<file path="config.mk">
export PLATFORM = sky130hd
export DESIGN_NAME = mem_slice_arbiter
export DESIGN_NICKNAME = d
export VERILOG_FILES = /design/src/rtl/arb_pkg.sv /design/src/rtl/arb_rst_sync.sv /design/src/rtl/arb_pick.sv /design/src/rtl/arb_owner_ctl.sv /design/src/rtl/mem_slice_arbiter.sv
export SDC_FILE = /design/constraint.sdc
export NUM_CORES = 1
export LEC_CHECK = 0
export BUFFER_PORTS_ARGS = -buffer_cell sky130_fd_sc_hd__buf_2
export CAP_MARGIN = 20
export CELL_PAD_IN_SITES_DETAIL_PLACEMENT = 0
export CELL_PAD_IN_SITES_GLOBAL_PLACEMENT = 2
export CORE_MARGIN = 1.5
export CORE_UTILIZATION = 29
export CTS_CLUSTER_SIZE = 24
export DETAILED_ROUTE_END_ITERATION = 10
export PLACE_DENSITY = 0.79
export SLEW_MARGIN = 0
export SYNTH_ARGS = -nofsm -noshare
export SYNTH_HDL_FRONTEND = slang
export SYNTH_SLANG_ARGS = --single-unit
</file>
<file path="constraint.sdc">
create_clock -name clk -period 1.45 [get_ports clk]
set_input_delay 0.0725 -clock clk [delete_from_list [all_inputs] [get_ports clk]]
set_output_delay 0.0725 -clock clk [all_outputs]
set_load 0.01 [all_outputs]
</file>
<file path="src/rtl/arb_pkg.sv">
package arb_pkg;
  localparam int NUM_REQ = 2;
  localparam int OWN_W   = $clog2(NUM_REQ + 1);

  typedef enum logic [OWN_W-1:0] {
    OWN_NONE = 2'd0,
    OWN_DMA  = 2'd1,
    OWN_SYS  = 2'd2
  } owner_e;
endpackage

</file>
<file path="src/rtl/arb_rst_sync.sv">
module arb_rst_sync #(
  parameter int STAGES = 2
) (
  input  logic clk,
  input  logic rst_n,
  output logic rst_sync_n
);
  logic [STAGES-1:0] sync_q;

  always_ff @(posedge clk or negedge rst_n) begin
    if (!rst_n) sync_q <= '0;
    else        sync_q <= {sync_q[STAGES-2:0], 1'b1};
  end

  assign rst_sync_n = sync_q[STAGES-1];
endmodule

</file>
<file path="src/rtl/arb_pick.sv">
module arb_pick
  import arb_pkg::*;
#(
  parameter int PRIO_W = 2
) (
  input  logic              req_dma,
  input  logic              req_sys,
  input  logic              rr_mode,
  input  logic [PRIO_W-1:0] prio_dma,
  input  logic [PRIO_W-1:0] prio_sys,
  input  logic              last_sys,
  output owner_e            pick
);
  logic sys_wins_tie;

  always_comb begin
    if (rr_mode) sys_wins_tie = !last_sys;
    else         sys_wins_tie = (prio_sys > prio_dma);
  end

  always_comb begin
    unique case ({req_dma, req_sys})
      2'b10:   pick = OWN_DMA;
      2'b01:   pick = OWN_SYS;
      2'b11:   pick = sys_wins_tie ? OWN_SYS : OWN_DMA;
      default: pick = OWN_NONE;
    endcase
  end
endmodule

</file>
<file path="src/rtl/arb_owner_ctl.sv">
module arb_owner_ctl
  import arb_pkg::*;
(
  input  logic   clk,
  input  logic   rst_n,
  input  logic   req_dma,
  input  logic   req_sys,
  input  logic   done_dma,
  input  logic   done_sys,
  input  owner_e pick,
  output owner_e owner_q,
  output logic   last_sys_q
);
  owner_e owner_d;
  logic   last_sys_d;
  logic   owner_en;
  logic   last_en;
  logic   dma_keep;
  logic   sys_keep;

  assign dma_keep = req_dma && !done_dma;
  assign sys_keep = req_sys && !done_sys;

  always_comb begin
    owner_d = owner_q;
    unique case (owner_q)
      OWN_DMA: begin
        if (!dma_keep) owner_d = req_sys ? OWN_SYS : OWN_NONE;
      end
      OWN_SYS: begin
        if (!sys_keep) owner_d = req_dma ? OWN_DMA : OWN_NONE;
      end
      default: owner_d = pick;
    endcase
  end

  assign owner_en   = (owner_d != owner_q);
  assign last_en    = owner_en && (owner_d != OWN_NONE);
  assign last_sys_d = (owner_d == OWN_SYS);

  always_ff @(posedge clk or negedge rst_n) begin
    if (!rst_n) begin
      owner_q    <= OWN_NONE;
      last_sys_q <= 1'b1;
    end else begin
      if (owner_en) owner_q    <= owner_d;
      if (last_en)  last_sys_q <= last_sys_d;
    end
  end
endmodule

</file>
<file path="src/rtl/mem_slice_arbiter.sv">
module mem_slice_arbiter
  import arb_pkg::*;
#(
  parameter int PRIO_W     = 2,
  parameter int SYNC_STAGE = 2
) (
  input  logic              clk,
  input  logic              rst_n,
  input  logic              req_dma,
  input  logic              req_sys,
  input  logic              done_dma,
  input  logic              done_sys,
  input  logic              rr_mode,
  input  logic [PRIO_W-1:0] prio_dma,
  input  logic [PRIO_W-1:0] prio_sys,
  output logic              gnt_dma,
  output logic              gnt_sys
);
  logic   rst_core_n;
  owner_e pick;
  owner_e owner_q;
  logic   last_sys_q;

  arb_rst_sync #(.STAGES(SYNC_STAGE)) u_rst (
    .clk        (clk),
    .rst_n      (rst_n),
    .rst_sync_n (rst_core_n)
  );

  arb_pick #(.PRIO_W(PRIO_W)) u_pick (
    .req_dma  (req_dma),
    .req_sys  (req_sys),
    .rr_mode  (rr_mode),
    .prio_dma (prio_dma),
    .prio_sys (prio_sys),
    .last_sys (last_sys_q),
    .pick     (pick)
  );

  arb_owner_ctl u_ctl (
    .clk        (clk),
    .rst_n      (rst_core_n),
    .req_dma    (req_dma),
    .req_sys    (req_sys),
    .done_dma   (done_dma),
    .done_sys   (done_sys),
    .pick       (pick),
    .owner_q    (owner_q),
    .last_sys_q (last_sys_q)
  );

  assign gnt_dma = (owner_q == OWN_DMA);
  assign gnt_sys = (owner_q == OWN_SYS);
endmodule

</file>
==> impl_metrics.env, run 1 <==
export IMPL_cts_htree_levels=1
export IMPL_fp_dieW_um=40.2
export IMPL_clk_pin_slew_ns=0.04
export IMPL_synth_xor_area_frac=0
export IMPL_start_util=0.308
export IMPL_synth_top_family_by_area="simple AND/OR/NAND/NOR gates"
export IMPL_worstPathArrival_ns=1.70
export IMPL_required_ns=1.62
export IMPL_synth_compound_area_frac=0.178
export IMPL_crit_fanout=3
export IMPL_finalSetupViolCount=1
export IMPL_yosysWarnings=0
export IMPL_cts_buffer_depth=2
export IMPL_synth_common_cells="7 x inv_1, 5 x nand2_1, 4 x dfrtp_1, 4 x ha_1, 4 x nand4b_1"
export IMPL_multi_input_area_um2=284
export IMPL_run_status="complete, but fails checks"
export IMPL_n_fill_cell=132
export IMPL_yosysTopAreaCellShare=0.250
export IMPL_num_vias=389
export IMPL_endpoint_kind="register"
export IMPL_async_reset_ff_frac=1.00
export IMPL_fp_dieH_um=40.2
export IMPL_yosysMostFrequentCell="inv_1"
export IMPL_synth_edf_count=0
export IMPL_clock_sinks=5
export IMPL_synth_cell_types=21
export IMPL_drv_slew=0
export IMPL_hold_class="reg2async"
export IMPL_setup_tns_ns=-0.0882
export IMPL_io_pins=13
export IMPL_viasPerCell=4.69
export IMPL_synth_area_leaders="dfrtp_1 25%, ha_1 13%, nand4b_1 8.8%, dfstp_2 6.6%, inv_1 6.6%"
export IMPL_pwr_density_cell_nw_per_um2=1870
export IMPL_yosysSeqAreaShare=0.316
export IMPL_wl_um=771
export IMPL_avgSynthCellArea_um2=9.53
export IMPL_cts_root_buf="clkbuf_4"
export IMPL_dp_cells=77
export IMPL_dieArea_um2=1610
export IMPL_synth_mux_area_fraction=0.0375
export IMPL_setup_ws_ns=-0.0882
export IMPL_synth_fp_nets=57
export IMPL_pre_cts_ws_ns=-0.158
export IMPL_wl_per_cell_um=9.29
export IMPL_row_count=13
export IMPL_antenna_found_initial=0
export IMPL_synthCells=42
export IMPL_clk_latency_ns=0.24
export IMPL_finalHoldViolCount=0
export IMPL_worstSetupPathType="reg2reg"
export IMPL_postLayoutCellArea_um2=622
export IMPL_track_usage=0.115
export IMPL_hpwl_um=636
export IMPL_synth_ff_type="dfrtp_1"
export IMPL_diodes=0
export IMPL_period_minus_slack_ns=1.54
export IMPL_path_cells="inv_2 > ha_4 > nand3_2 > o22ai_2 > mux2_4 > o221ai_2"
export IMPL_final_nets=84
export IMPL_io_buffers=12
export IMPL_fin_total_pwr_mw=1.16
export IMPL_critical_path_max_stage_delay_ns=0.40
export IMPL_crit_slowest_cell="dfrtp_2"
export IMPL_min_period_over_period=1.06
export IMPL_power_leakage_nw=0.313
export IMPL_gp_congestion=0.715
export IMPL_synth_simple_area_share=0.269
export IMPL_antenna_left=0
export IMPL_drc=0
export IMPL_syn_to_final_growth_pct=55.3
export IMPL_rsz0062_at_grt="yes"
export IMPL_syn_cell_area_um2=400
export IMPL_worst_ir_drop_vdd_mv=0.990
export IMPL_clock_skew_final_ns=0.00353
export IMPL_grt_pass1_wl_um=1110
export IMPL_cp_start_kind="register"
export IMPL_grt_pass1_vias=298
export IMPL_core_area_um2=1300
export IMPL_synth_largest_area_cell="dfrtp_1"
export IMPL_fmaxAchievable_mhz=650
export IMPL_grt_max_degree=8
export IMPL_fin_hold_ws_ns=0.0318
export IMPL_placed_area_um2=577
export IMPL_instances_no_fill=83
export IMPL_synth_adder_area_share=0.125
export IMPL_cts_buffers=3
export IMPL_synth_seq_cells=5
export IMPL_layout_drive_gt1_share=0.544
export IMPL_seqCellArea_um2=129
export IMPL_cts_tree="built"
export IMPL_grt_overflow_total=0
export IMPL_drt_first_pass_iters=2
export IMPL_first_iter_violations=3
export IMPL_violations="negative setup slack"
export IMPL_finalCoreUtilization=0.478
export IMPL_drv_cap=0
-- final timing paths --
kind	to	start	slack [ns]	cells past startpoint
min in group clk	u_ctl.owner_q[0]	req_dma	0.30	4
max in group asynchronous	u_ctl.last_sys_q	u_rst.sync_q[1]	1.21	0
worst max-delay path	u_ctl.last_sys_q	u_ctl.owner_q[0]	-0.09	6
worst max register to register	u_ctl.last_sys_q	u_ctl.owner_q[0]	-0.09	6
worst min register to register	u_ctl.owner_q[0]	u_rst.sync_q[1]	0.03	0
worst min-delay path	u_ctl.owner_q[0]	u_rst.sync_q[1]	0.03	0
-- what timing repair did --
| item | CTS | global route |
|---|---|---|
| buffers inserted | 1 | 0 |
| endpoints found under the setup margin | 1 | 1 |
| gates resized for setup | 1 | 0 |
| pin swaps | 0 | 0 |
| hold buffers | 1 | 0 |
| endpoints found under the hold margin | 2 | 0 |
-- power breakdown --
group          total [mW]  leakage, nW  internal, mW  switching [mW]
sequential          0.248       0.0564         0.200          0.0482
combinational       0.756        0.242         0.451           0.304
clock               0.157       0.0150         0.104          0.0535
-- state kept, by name (all words and copies together), names as in the netlist --
register and count:
u_ctl.last_sys_q 1, u_ctl.owner_q 2, u_rst.sync_q 2
-- cells by family (layout without fill, tap and decap cells) --
logic type                 Yosys count  in the layout
adders and majority gates            4              4
DFF                                  5              5
buffers and inverters                7             33
and+or+nand+nor                     17             17
muxes                                1              1
other                                1              1
AOI/OAI and AO/OA                    7              7
-- worst max-delay path: cells and delay by family, from the launching register on --
kind / cells / cell delay, ns
AOI/OAI and AO/OA: 2 / 0.33
buffers and inverters: 1 / 0.06
adders and majority gates: 1 / 0.29
DFF: 1 / 0.40
muxes: 1 / 0.32
and+or+nand+nor: 1 / 0.06
-- cell usage in the layout, fill, tap and decap left out, types with 2 or more instances in the layout --
cell | synthesis | final
buf_4 | 0 | 9
buf_2 | 0 | 12
dfrtp_2 | 0 | 2
inv_1 | 7 | 6
ha_4 | 0 | 2
ha_1 | 4 | 2
clkbuf_4 | 0 | 3
nand2_1 | 5 | 5
dfrtp_1 | 4 | 2
nand4b_1 | 4 | 4
nor2b_1 | 2 | 2
-- final cells by class --
cell class                      count  share of cell area
Inverter                            7              0.0423
Sequential cell                     5               0.207
Tap cell                           15              0.0302
Multi-Input combinational cell     30               0.457
Timing Repair Buffer               22               0.221
Clock buffer                        4              0.0423
-- routing by layer --
layer  part of all wire  routed length [um]  vias up  track usage
li1                   -                   -      200            -
met4              0.035                  27        0        0.129
met2               0.43                 334        9        0.165
met5                  0                   0        -            0
met3              0.079                  61        4       0.0222
met1               0.45                 347      176        0.132
(Power assumes the default switching activity.)
==> run 2, diff against run 1 <==
--- a/config.mk
+++ b/config.mk
@@ -5,12 +5,13 @@
 export SDC_FILE = /design/constraint.sdc
 export NUM_CORES = 1
 export LEC_CHECK = 0
+export ABC_AREA = 1
 export BUFFER_PORTS_ARGS = -buffer_cell sky130_fd_sc_hd__buf_2
 export CAP_MARGIN = 20
 export CELL_PAD_IN_SITES_DETAIL_PLACEMENT = 0
 export CELL_PAD_IN_SITES_GLOBAL_PLACEMENT = 2
-export CORE_MARGIN = 1.5
-export CORE_UTILIZATION = 29
+export CORE_MARGIN = 1
+export CORE_UTILIZATION = 26
 export CTS_CLUSTER_SIZE = 24
 export DETAILED_ROUTE_END_ITERATION = 10
 export PLACE_DENSITY = 0.79
==> impl_metrics.env, run 2 <==
export IMPL_cts_buffer_depth=2
export IMPL_cp_start_kind="register"
export IMPL_yosysWarnings=0
export IMPL_multi_input_area_um2=253
export IMPL_clk_latency_ns=0.23
export IMPL_num_vias=374
export IMPL_critical_path_max_stage_delay_ns=0.45
export IMPL_yosysSeqAreaShare=0.314
export IMPL_endpoint_kind="register"
export IMPL_cts_root_buf="clkbuf_4"
export IMPL_synth_area_leaders="dfrtp_1 25%, nand2_1 18%, ha_1 12%, inv_1 9.3%, dfstp_2 6.5%"
export IMPL_antenna_left=0
export IMPL_synthCells=58
export IMPL_required_ns=1.62
export IMPL_finalHoldViolCount=0
export IMPL_synth_cell_types=16
export IMPL_most_common_layout_cells="19 x nand2_1, 12 x buf_2, 9 x inv_1"
export IMPL_seqCellArea_um2=128
export IMPL_power_leakage_nw=0.319
export IMPL_io_pins=13
export IMPL_min_period_over_period=0.914
export IMPL_grt_overflow_total=0
export IMPL_antenna_found_initial=0
export IMPL_mostFrequentLayoutCell="nand2_1"
export IMPL_cts_tree="built"
export IMPL_worst_ir_drop_vdd_mv=1.10
export IMPL_timing_rr_end="u_ctl.last_sys_q"
export IMPL_placed_area_um2=497
export IMPL_crit_buf_inv=2
export IMPL_row_count=13
export IMPL_hold_class="reg2async"
export IMPL_fmaxAchievable_mhz=755
export IMPL_path_cells="ha_4 > inv_1 > nand3_1 > nand2_2 > o21bai_1 > nand2_1 > nand2_1 > inv_1"
export IMPL_finalSetupViolCount=0
export IMPL_start_util=0.295
export IMPL_hpwl_um=587
export IMPL_grt_pass1_wl_um=1130
export IMPL_instances_no_fill=93
export IMPL_cts_htree_levels=1
export IMPL_dieArea_um2=1710
export IMPL_cts_buffers=3
export IMPL_drv_slew=0
export IMPL_dp_cells=87
export IMPL_synth_ff_type="dfrtp_1"
export IMPL_first_iter_violations=4
export IMPL_async_reset_ff_frac=1.00
export IMPL_io_buffers=12
export IMPL_syn_cell_area_um2=403
export IMPL_grt_pass1_vias=298
export IMPL_yosysMostFrequentCell="nand2_1"
export IMPL_worstSetupPathType="reg2reg"
export IMPL_viasPerCell=4.02
export IMPL_avgSynthCellArea_um2=6.95
export IMPL_final_nets=94
export IMPL_setup_ws_ns=0.125
export IMPL_worstPathArrival_ns=1.50
export IMPL_layout_drive_gt1_share=0.423
export IMPL_r2r_start="u_ctl.owner_q[1]"
export IMPL_setup_tns_ns=0
export IMPL_core_area_um2=1370
export IMPL_synth_seq_cells=5
export IMPL_drt_first_pass_iters=2
export IMPL_fin_hold_ws_ns=0.0325
export IMPL_wl_per_cell_um=7.72
export IMPL_drc=0
export IMPL_synth_common_cells="19 x nand2_1, 10 x inv_1, 5 x nand3_1"
export IMPL_clock_skew_final_ns=0.00279
export IMPL_gp_congestion=0.640
export IMPL_pwr_density_cell_nw_per_um2=1800
export IMPL_r2r_cells=8
export IMPL_fp_dieW_um=41.4
export IMPL_diodes=0
export IMPL_pre_cts_ws_ns=0.0790
export IMPL_synth_fp_nets=73
export IMPL_grt_max_degree=6
export IMPL_rsz0062_at_grt="no"
export IMPL_wl_um=718
export IMPL_clk_pin_slew_ns=0.04
export IMPL_syn_to_final_growth_pct=40.7
export IMPL_synth_edf_count=0
export IMPL_postLayoutCellArea_um2=567
export IMPL_run_status="complete, no violations"
export IMPL_clock_sinks=5
export IMPL_yosysTopAreaCellShare=0.248
export IMPL_fp_dieH_um=41.4
export IMPL_crit_slowest_cell="dfrtp_2"
export IMPL_reg_largest_list="u_ctl.owner_q: 2 flops, u_rst.sync_q: 2 flops, u_ctl.last_sys_q: 1 flops"
export IMPL_synth_largest_area_cell="dfrtp_1"
export IMPL_period_minus_slack_ns=1.32
export IMPL_rrSetupSlack_ns=0.13
export IMPL_n_fill_cell=151
export IMPL_drv_cap=0
export IMPL_cpLargestDelayFamily="flip-flops"
export IMPL_crit_fanout=5
export IMPL_track_usage=0.102
[run 2: kinds of logic (layout without fill, tap and decap cells)]
logic type,Yosys count,count (layout),synth area share
compound gates,5,5,0.0776
fa+ha+maj,4,4,0.124
buf+inv,13,33,0.121
flops,5,5,0.314
other cells,1,1,0.00931
simple gates,30,30,0.354
[run 2: worst max-delay path by stage]
stage / start / to / slack (ns) / cells past startpoint
2_1_floorplan: u_ctl.owner_q[0] / u_ctl.last_sys_q / 0.14 / 10
3_3_place_gp: u_ctl.owner_q[1] / u_ctl.last_sys_q / 0.07 / 8
3_5_place_dp: u_ctl.owner_q[1] / u_ctl.last_sys_q / 0.08 / 9
4_1_cts: u_ctl.owner_q[1] / u_ctl.last_sys_q / 0.07 / 9
5_1_grt: u_ctl.owner_q[1] / u_ctl.last_sys_q / 0.004 / 8
6_report: u_ctl.owner_q[1] / u_ctl.last_sys_q / 0.13 / 8
[run 2: power breakdown]
group / internal (mW) / total, mW / switching (mW)
logic: 0.283 / 0.621 / 0.338
registers: 0.201 / 0.245 / 0.0442
clock network: 0.104 / 0.153 / 0.0490
[run 2: layout make-up]
type                            instances  area share
Multi-Input combinational cell         40       0.446
Sequential cell                         5       0.225
Timing Repair Buffer                   16       0.163
Inverter                               13      0.0861
Clock buffer                            4      0.0464
Tap cell                               15      0.0331
[run 2: metal layers]
layer | vias up | track usage | share of wire
li1 | 213 | - | -
met1 | 154 | 0.146 | 0.52
met2 | 7 | 0.148 | 0.44
met3 | 0 | 0 | 0.043
met4 | 0 | 0.0726 | 0
met5 | - | 0 | 0
[run 2: per-stage QoR]
step                       util  power [mW]
after floorplan               -       0.617
after global placement    0.364       0.766
after detailed placement  0.364       0.767
after CTS                 0.390       0.932
after global routing      0.415        1.13
final                     0.415        1.02
[run 2: repair_timing]
item                       CTS  global route
hold buffers                 1             0
setup buffers                0             1
setup endpoints to repair    0             1
hold endpoints to repair     2             0
resized for setup            0             5
==> run 3, diff against run 2 <==
==> constraint.sdc (replaced) <==
create_clock -name clk -period 1.7 [get_ports clk]
set_input_delay 0.085 -clock clk [delete_from_list [all_inputs] [get_ports clk]]
set_output_delay 0.085 -clock clk [all_outputs]
set_load 0.01 [all_outputs]
==> impl_metrics.env, run 3 (synthesis gave the netlist of run 2 again) <==
export IMPL_run_status="complete, no violations"
export IMPL_timing_rr_end="u_ctl.last_sys_q"
export IMPL_grt_pass1_vias=308
export IMPL_final_nets=91
export IMPL_fp_dieH_um=41.4
export IMPL_finalHoldViolCount=0
export IMPL_rsz0062_at_grt="no"
export IMPL_fmaxAchievable_mhz=685
export IMPL_reg_largest_list="u_ctl.owner_q: 2 flops, u_rst.sync_q: 2 flops, u_ctl.last_sys_q: 1 flops"
export IMPL_cts_root_buf="clkbuf_4"
export IMPL_gp_congestion=0.623
export IMPL_syn_to_final_growth_pct=28.6
export IMPL_hold_class="reg2async"
export IMPL_row_count=13
export IMPL_worstSetupPathType="reg2reg"
export IMPL_clock_skew_final_ns=0.00201
export IMPL_wl_um=739
export IMPL_layout_drive_gt1_share=0.347
export IMPL_multi_input_area_um2=228
export IMPL_min_period_over_period=0.859
export IMPL_first_iter_violations=4
export IMPL_period_minus_slack_ns=1.46
export IMPL_grt_max_degree=6
export IMPL_endpoint_kind="register"
export IMPL_grt_overflow_total=0
export IMPL_power_leakage_nw=0.306
export IMPL_crit_fanout=4
export IMPL_pwr_density_cell_nw_per_um2=1460
export IMPL_wl_per_cell_um=8.21
export IMPL_n_fill_cell=168
export IMPL_seq_power_share=0.275
export IMPL_p_int_mw=0.418
export IMPL_drv_slew=0
export IMPL_finalCoreUtilization=0.379
export IMPL_required_ns=1.88
export IMPL_grt_pass1_wl_um=1210
export IMPL_hpwl_um=601
export IMPL_p_switching_mw=0.340
export IMPL_num_vias=380
export IMPL_cts_buffers=3
export IMPL_diodes=0
export IMPL_cts_tree="built"
export IMPL_switching_share=0.448
export IMPL_cp_start_kind="register"
export IMPL_mostFrequentLayoutCell="nand2_1"
export IMPL_cts_resized=0
export IMPL_antenna_found_initial=0
export IMPL_io_buffers=12
export IMPL_worstPathArrival_ns=1.64
export IMPL_start_util=0.295
export IMPL_r2r_cells=10
export IMPL_core_area_um2=1370
export IMPL_viasPerCell=4.22
export IMPL_io_pins=13
export IMPL_rrSetupSlack_ns=0.24
export IMPL_antenna_left=0
export IMPL_fin_hold_ws_ns=0.0334
export IMPL_dieArea_um2=1710
export IMPL_finalSetupViolCount=0
export IMPL_fp_dieW_um=41.4
export IMPL_worst_ir_drop_vdd_mv=0.709
export IMPL_cts_buffer_depth=2
export IMPL_track_usage=0.114
export IMPL_drv_cap=0
export IMPL_placed_area_um2=482
export IMPL_post_cts_setup_buffers=0
export IMPL_most_common_layout_cells="19 x nand2_1, 12 x buf_2, 10 x inv_1"
export IMPL_drc=0
export IMPL_clk_latency_ns=0.24
export IMPL_r2r_start="u_ctl.owner_q[0]"
export IMPL_seqCellArea_um2=126
export IMPL_cts_htree_levels=1
export IMPL_drt_first_pass_iters=2
export IMPL_setup_tns_ns=0
export IMPL_p_comb_frac=0.546
export IMPL_pwr_share_clk=0.180
export IMPL_clk_pin_slew_ns=0.04
export IMPL_postLayoutCellArea_um2=518
export IMPL_clock_sinks=5
run 3: cell count changes in the layout (fill, tap and decap cells not counted):
cell,before,now
inv_2,4,3
inv_1,9,10
ha_1,2,4
dfrtp_2,1,0
dfrtp_1,3,4
ha_4,2,0
buf_4,3,0
run 3: timing repair:
action                                  4_1_cts  5_1_grt
hold buffers                                  1        0
endpoints found under the setup margin        0        0
endpoints found under the hold margin         2        0
run 3: worst max path at each step:
stage,startpoint,end,slack [ns],cells after the start
2_1_floorplan,u_ctl.owner_q[0],u_ctl.last_sys_q,0.39,10
3_3_place_gp,u_ctl.owner_q[0],u_ctl.last_sys_q,0.27,10
3_5_place_dp,u_ctl.owner_q[0],u_ctl.last_sys_q,0.23,10
4_1_cts,u_ctl.owner_q[0],u_ctl.last_sys_q,0.22,10
5_1_grt,u_ctl.owner_q[0],u_ctl.last_sys_q,0.07,10
6_report,u_ctl.owner_q[0],u_ctl.last_sys_q,0.24,10
run 3: cell type report:
type	count	area share
multi-input combinational	40	0.440
sequential	5	0.244
timing repair buffer	13	0.135
inverter	13	0.0942
clock buffer	4	0.0507
tap	15	0.0362
run 3: critical path, cell delays in order, from the launching register on:
cell     delay, ns
dfrtp_1       0.39
inv_1         0.10
ha_1          0.34
inv_1         0.10
nand3_1       0.09
nand2_2       0.11
nand2_1       0.06
nand2_1       0.06
nand2_1       0.05
nand2_1       0.06
inv_1         0.04
run 3: metal layers:
layer | vias to the layer above | wire length, um | track usage
met2 | 10 | 300 | 0.168
li1 | 208 | - | -
met4 | 0 | 22 | 0.0968
met3 | 3 | 25 | 0.0160
met1 | 159 | 390 | 0.146
met5 | - | 0 | 0
run 3: power by group through the flow:
stage / combinational [mW] / clock, mW / sequential, mW
after global placement: 0.411 / 0 / 0.208
after floorplan: 0.328 / 0 / 0.198
after detailed placement: 0.419 / 0 / 0.211
final: 0.414 / 0.136 / 0.208
after global routing: 0.485 / 0.154 / 0.216
after CTS: 0.422 / 0.141 / 0.210
run 3: through the flow:
| stage | std cells | total power [mW] | setup WS, ns |
|---|---|---|---|
| finish | 90 | 0.758 | 0.240 |
| global route | 90 | 0.855 | 0.0658 |
| CTS | 90 | 0.772 | 0.224 |
| detailed placement | 85 | 0.630 | 0.232 |
| global placement | 85 | 0.620 | 0.265 |
| floorplan | 58 | 0.526 | 0.388 |
